File: src/rtl/cnt_pkg.sv
package cnt_pkg;

    // Operation chosen for a slice at the coming clock edge, in priority order.
    typedef enum logic [1:0] {
        OP_HOLD  = 2'd0,
        OP_COUNT = 2'd1,
        OP_LOAD  = 2'd2,
        OP_CLEAR = 2'd3
    } cnt_op_e;

endpackage

File: src/rtl/cnt_op_decode.sv
module cnt_op_decode
    import cnt_pkg::*;
(
    input  logic    clr_n,
    input  logic    load_n,
    input  logic    en_p,
    input  logic    en_t,
    output cnt_op_e op
);

    // Clear beats load, load beats counting, otherwise hold.
    always_comb begin
        if (!clr_n) begin
            op = OP_CLEAR;
        end else if (!load_n) begin
            op = OP_LOAD;
        end else if (en_p && en_t) begin
            op = OP_COUNT;
        end else begin
            op = OP_HOLD;
        end
    end

endmodule

File: src/rtl/cnt_slice.sv
module cnt_slice
    import cnt_pkg::*;
#(
    parameter int unsigned WIDTH     = 4,
    parameter bit          ASYNC_CLR = 1'b0
) (
    input  logic             clk,
    input  logic             clr_n,
    input  logic             load_n,
    input  logic             en_p,
    input  logic             en_t,
    input  logic [WIDTH-1:0] din,
    output logic [WIDTH-1:0] q,
    output logic             rco
);

    localparam logic [WIDTH-1:0] TERMINAL = {WIDTH{1'b1}};
    localparam logic [WIDTH-1:0] ONE      = {{(WIDTH-1){1'b0}}, 1'b1};

    typedef struct packed {
        logic [WIDTH-1:0] cnt;
    } slice_state_t;

    cnt_op_e      op;
    slice_state_t st_d;
    slice_state_t st_q;

    cnt_op_decode u_dec (
        .clr_n  (clr_n),
        .load_n (load_n),
        .en_p   (en_p),
        .en_t   (en_t),
        .op     (op)
    );

    always_comb begin
        st_d = st_q;
        unique case (op)
            OP_CLEAR: st_d.cnt = '0;
            OP_LOAD:  st_d.cnt = din;
            OP_COUNT: st_d.cnt = st_q.cnt + ONE;
            default:  st_d.cnt = st_q.cnt;
        endcase
    end

    generate
        if (ASYNC_CLR) begin : g_async_clr
            always_ff @(posedge clk or negedge clr_n) begin
                if (!clr_n) begin
                    st_q <= '0;
                end else begin
                    st_q <= st_d;
                end
            end
        end else begin : g_sync_clr
            always_ff @(posedge clk) begin
                st_q <= st_d;
            end
        end
    endgenerate

    assign q   = st_q.cnt;
    assign rco = en_t && (st_q.cnt == TERMINAL);

    // a clear seen at an edge leaves the slice at zero.
    p_clear_zero_r3: assert property (@(posedge clk)
        !clr_n |=> (q == '0));

    // load takes the data regardless of the enables.
    p_load_data_r2: assert property (@(posedge clk) disable iff (!clr_n)
        !load_n |=> (q == $past(din)));

    // both enables high advances the slice by one, wrapping.
    p_count_step_r4: assert property (@(posedge clk) disable iff (!clr_n)
        (load_n && en_p && en_t) |=> (q == $past(q) + ONE));

    // no active control keeps the slice value.
    p_hold_idle_r1: assert property (@(posedge clk) disable iff (!clr_n)
        (load_n && !(en_p && en_t)) |=> $stable(q));

endmodule

File: src/rtl/cnt_chain.sv
module cnt_chain #(
    parameter int unsigned NUM_SLICES = 2,
    parameter int unsigned SLICE_W    = 4,
    parameter bit          ASYNC_CLR  = 1'b0
) (
    input  logic                             clk,
    input  logic                             clr_n,
    input  logic                             load_n,
    input  logic                             en_p,
    input  logic                             en_t,
    input  logic [NUM_SLICES*SLICE_W-1:0]    din,
    output logic [NUM_SLICES*SLICE_W-1:0]    count,
    output logic                             carry_out
);

    localparam int unsigned TOTAL_W = NUM_SLICES * SLICE_W;
    localparam logic [TOTAL_W-1:0] ONE_W = {{(TOTAL_W-1){1'b0}}, 1'b1};

    // t_chain[k] is the carry enable of slice k; the last entry leaves the chain.
    logic [NUM_SLICES:0] t_chain;

    assign t_chain[0] = en_t;

    generate
        for (genvar g = 0; g < NUM_SLICES; g++) begin : g_slice
            cnt_slice #(
                .WIDTH     (SLICE_W),
                .ASYNC_CLR (ASYNC_CLR)
            ) u_slice (
                .clk    (clk),
                .clr_n  (clr_n),
                .load_n (load_n),
                .en_p   (en_p),
                .en_t   (t_chain[g]),
                .din    (din[g*SLICE_W +: SLICE_W]),
                .q      (count[g*SLICE_W +: SLICE_W]),
                .rco    (t_chain[g+1])
            );
        end
    endgenerate

    assign carry_out = t_chain[NUM_SLICES];

    // the chain carry implies full ones and the carry enable.
    p_carry_full_r5: assert property (@(posedge clk) disable iff (!clr_n)
        carry_out |-> (en_t && (&count)));

    // the whole chain steps as one wide binary counter.
    p_chain_step_r6: assert property (@(posedge clk) disable iff (!clr_n)
        (load_n && en_p && en_t) |=> (count == $past(count) + ONE_W));

endmodule

File: config.mk
export PLATFORM = sky130hd
export DESIGN_NAME = cnt_chain
export DESIGN_NICKNAME = d
export VERILOG_FILES = /design/src/rtl/cnt_pkg.sv /design/src/rtl/cnt_op_decode.sv /design/src/rtl/cnt_slice.sv /design/src/rtl/cnt_chain.sv
export SDC_FILE = /design/constraint.sdc
export NUM_CORES = 1
export LEC_CHECK = 0
export BUFFER_PORTS_ARGS = -buffer_cell sky130_fd_sc_hd__buf_2
export CAP_MARGIN = 20
export CORE_AREA = 2 2 39 41
export CTS_CLUSTER_DIAMETER = 50
export DETAILED_ROUTE_END_ITERATION = 10
export DIE_AREA = 0 0 41 43
export GPL_TIMING_DRIVEN = 0
export PLACE_DENSITY = 0.68
export SLEW_MARGIN = 25
export SYNTH_ARGS = -nofsm -noshare
export SYNTH_HDL_FRONTEND = slang
export SYNTH_SLANG_ARGS = --single-unit
export TNS_END_PERCENT = 100
File: constraint.sdc
create_clock -name clk -period 4.2 [get_ports clk]
set_input_delay 0 -clock clk [delete_from_list [all_inputs] [get_ports clk]]
set_output_delay 0 -clock clk [all_outputs]
set_load 0.02 [all_outputs]
==> flow_summary.json <==
{
  "status": "complete, no violations",
  "hold_path_class": "input pin to register",
  "rsz0062_at_grt": "no",
  "swShare_pct": 27.0,
  "vias_per_cell": 5.06,
  "cts_buffers": 3,
  "grt_usage_pct": 15.0,
  "tritoncts": "yes",
  "synth-simple-area-share_pct": 16.9,
  "worst-endpoint-required_ns": 4.10,
  "p_int_w": 0.000143,
  "period_share_pct": 38.0,
  "die_h_um": 43,
  "rr_startpoint": "g_slice[0].u_slice.q[0]",
  "h-tree-depth": 1,
  "syn_area_per_cell_um2": 11.4,
  "grt_max_degree": 9,
  "clk_pin_slew_ns": 0.06,
  "drt_iter0_drc": 8,
  "cts_buffer_depth": 2,
  "cts_sinks": 8,
  "final_area_um2": 606,
  "slew_violations": 0,
  "dp.cells": 77,
  "min_from": "din[3]",
  "reg2reg_to": "g_slice[1].u_slice.q[3]",
  "worst_path_largest_cell_delay_ns": 0.46,
  "synth.largest_area_cell": "edfxtp_1",
  "yosys.area.top_type_share_pct": 52.5,
  "finalHoldViolCount": 0,
  "tightest_slew_ns": 0.465,
  "crit_fanout": 4,
  "synth-xor-area-share_pct": 7.65,
  "p_leak_nw": 0.275,
  "die_w_um": 41,
  "synth_cells": 40,
  "row_count": 14,
  "ys_seq_elements": 8,
  "stdcell_count": 80,
  "ys_warn_count": 0,
  "min_period_ns": 1.60,
  "die-area_um2": 1760,
  "rr_worst_depth": 3,
  "grt-ovfl-total": 0,
  "final_cell_mix": "buf_2 (21), edfxtp_1 (8), nand2_1 (6)",
  "insertedDiodeCount": 0,
  "relSlewSlack_pct": 68.9,
  "holdPathEnd": "g_slice[0].u_slice.q[3]",
  "powerDensity_nw_per_um2": 323,
  "wl_um": 1020,
  "routedWlPerCell_um": 12.7,
  "synth_top_family_by_area": "simple AND/OR/NAND/NOR gates",
  "ctsResizeCount": 0,
  "floorplan.core_area_um2": 1380,
  "endpoint_kind": "register",
  "setup_viol": 0,
  "antenna_found_initial": 0,
  "grt_pass1_wl_um": 1750,
  "antenna_left": 0,
  "path_cells": "ha_1 -> nand3_1 -> o211ai_1",
  "firstDrtPassIters": 4,
  "ir_drop_v": 0.000166,
  "r2r_slack_ns": 2.60,
  "root_buffer": "clkbuf_4",
  "clkPwrFrac_pct": 30.5,
  "synth_fa_ha_area_share_pct": 5.46,
  "cts_hold_buffers": 0,
  "drc": 0,
  "hold_depth": 3,
  "placed_area_um2": 583,
  "drv_cap": 0,
  "cp-start-kind": "register",
  "final_common_cell": "buf_2",
  "drive_above_1_share_pct": 46.9,
  "crit_arrival_ns": 1.49,
  "insertion_delay_ns": 0.26,
  "area_growth_pct": 32.2,
  "utilization_pct": 43.8,
  "grt_pass1_vias": 397,
  "worstSetupPathType": "register to register",
  "fillers": 139,
  "setup_tns_ns": 0,
  "ys_top_cells_by_area": "edfxtp_1 (52%), a22o_2 (6.6%), ha_1 (5.5%), nand2_1 (4.9%), nand3_1 (4.4%)",
  "largest_reg_flops": 8,
  "vias": 405,
  "place_congestion": 0.772,
  "synth_fp_nets": 55,
  "synth-compound-area-share_pct": 14.2,
  "synth.area.mux_share_pct": 0,
  "pin_count": 22,
  "fmax_ghz": 0.626,
  "io_buffers": 21,
  "synth-seq-area-share_pct": 52.5,
  "fin_skew_ns": 0.00811,
  "p_comb_share_pct": 17.9,
  "crit_path_top_delay_cell": "o211ai_1",
  "post_cts_buffers": 0,
  "hpwl_um": 810,
  "initial_core_util_pct": 33.1,
  "synth_cell_types": 17,
  "syn_area_um2": 458,
  "p_seq_share_pct": 51.6,
  "fin_nets": 81,
  "switchingPower_w": 0.0000528
}
==> critical path: cells and delay by family, from the launching register on <==
| family | cells | cell delay (ns) |
|---|---|---|
| AOI/OAI and AO/OA | 1 | 0.46 |
| DFF | 1 | 0.39 |
| adders and majority gates | 1 | 0.20 |
| and+or+nand+nor | 1 | 0.18 |
==> area by class of cell <==
cell class / count / area [um^2] / area share, %
Sequential cell: 8 / 240 / 39.7
Multi-Input combinational cell: 30 / 203 / 33.5
Timing Repair Buffer: 21 / 105 / 17.4
Clock buffer: 3 / 22.5 / 3.72
Tap cell: 16 / 20.0 / 3.31
Buffer: 1 / 11.3 / 1.86
Inverter: 1 / 3.75 / 0.620
==> through the flow <==
step | hold WS [ns] | setup slack (ns) | total power [W]
after floorplan | 0.164 | 2.67 | 0.000121
after global placement | 0.272 | 2.66 | 0.000136
after detailed placement | 0.279 | 2.62 | 0.000138
after CTS | 0.0175 | 2.60 | 0.000197
after global routing | 0.0306 | 2.48 | 0.000204
final | 0.0183 | 2.60 | 0.000196
==> cells in the mapped netlist (all sizes together) <==
library cell,number
inv,1
o31ai,1
nor2,2
nand4,2
nand2,6
buf,1
xor2,2
nor2b,1
xnor2,2
o21ai,4
o211ai,1
edfxtp,8
nand3,4
ha,2
a22o,3
==> metal layers <==
layer	vias to the layer above	wire, um	GRT usage [%]
li1	200	-	-
met1	180	459	21.8
met2	21	455	18.1
met3	4	67	3.14
met4	0	31	12.0
met5	-	0	0
==> power by group through the flow <==
stage	logic (W)	registers (W)	clock network (W)
2_1_floorplan	0.0000124	0.000109	0
3_3_place_gp	0.0000341	0.000102	0
3_5_place_dp	0.0000352	0.000103	0
4_1_cts	0.0000353	0.000101	0.0000608
5_1_grt	0.0000390	0.000102	0.0000630
6_report	0.0000350	0.000101	0.0000598
==> logic make-up after synthesis <==
kind of cell,count (synthesis)
adders and majority gates,2
AOI/OAI and AO/OA,9
buffers and inverters,2
and+or+nand+nor,15
DFF,8
xor gates and xnor gates,4
==> worst max path at each step <==
| stage | from | to |
|---|---|---|
| final | g_slice[0].u_slice.q[0] | g_slice[1].u_slice.q[3] |
| after global routing | g_slice[0].u_slice.q[0] | g_slice[1].u_slice.q[3] |
| after CTS | g_slice[0].u_slice.q[0] | g_slice[1].u_slice.q[3] |
| after detailed placement | g_slice[0].u_slice.q[0] | g_slice[1].u_slice.q[3] |
| after global placement | g_slice[0].u_slice.q[0] | g_slice[1].u_slice.q[3] |
| after floorplan | g_slice[0].u_slice.q[0] | g_slice[1].u_slice.q[0] |
Note: power is estimated with default switching activity, not from simulation.
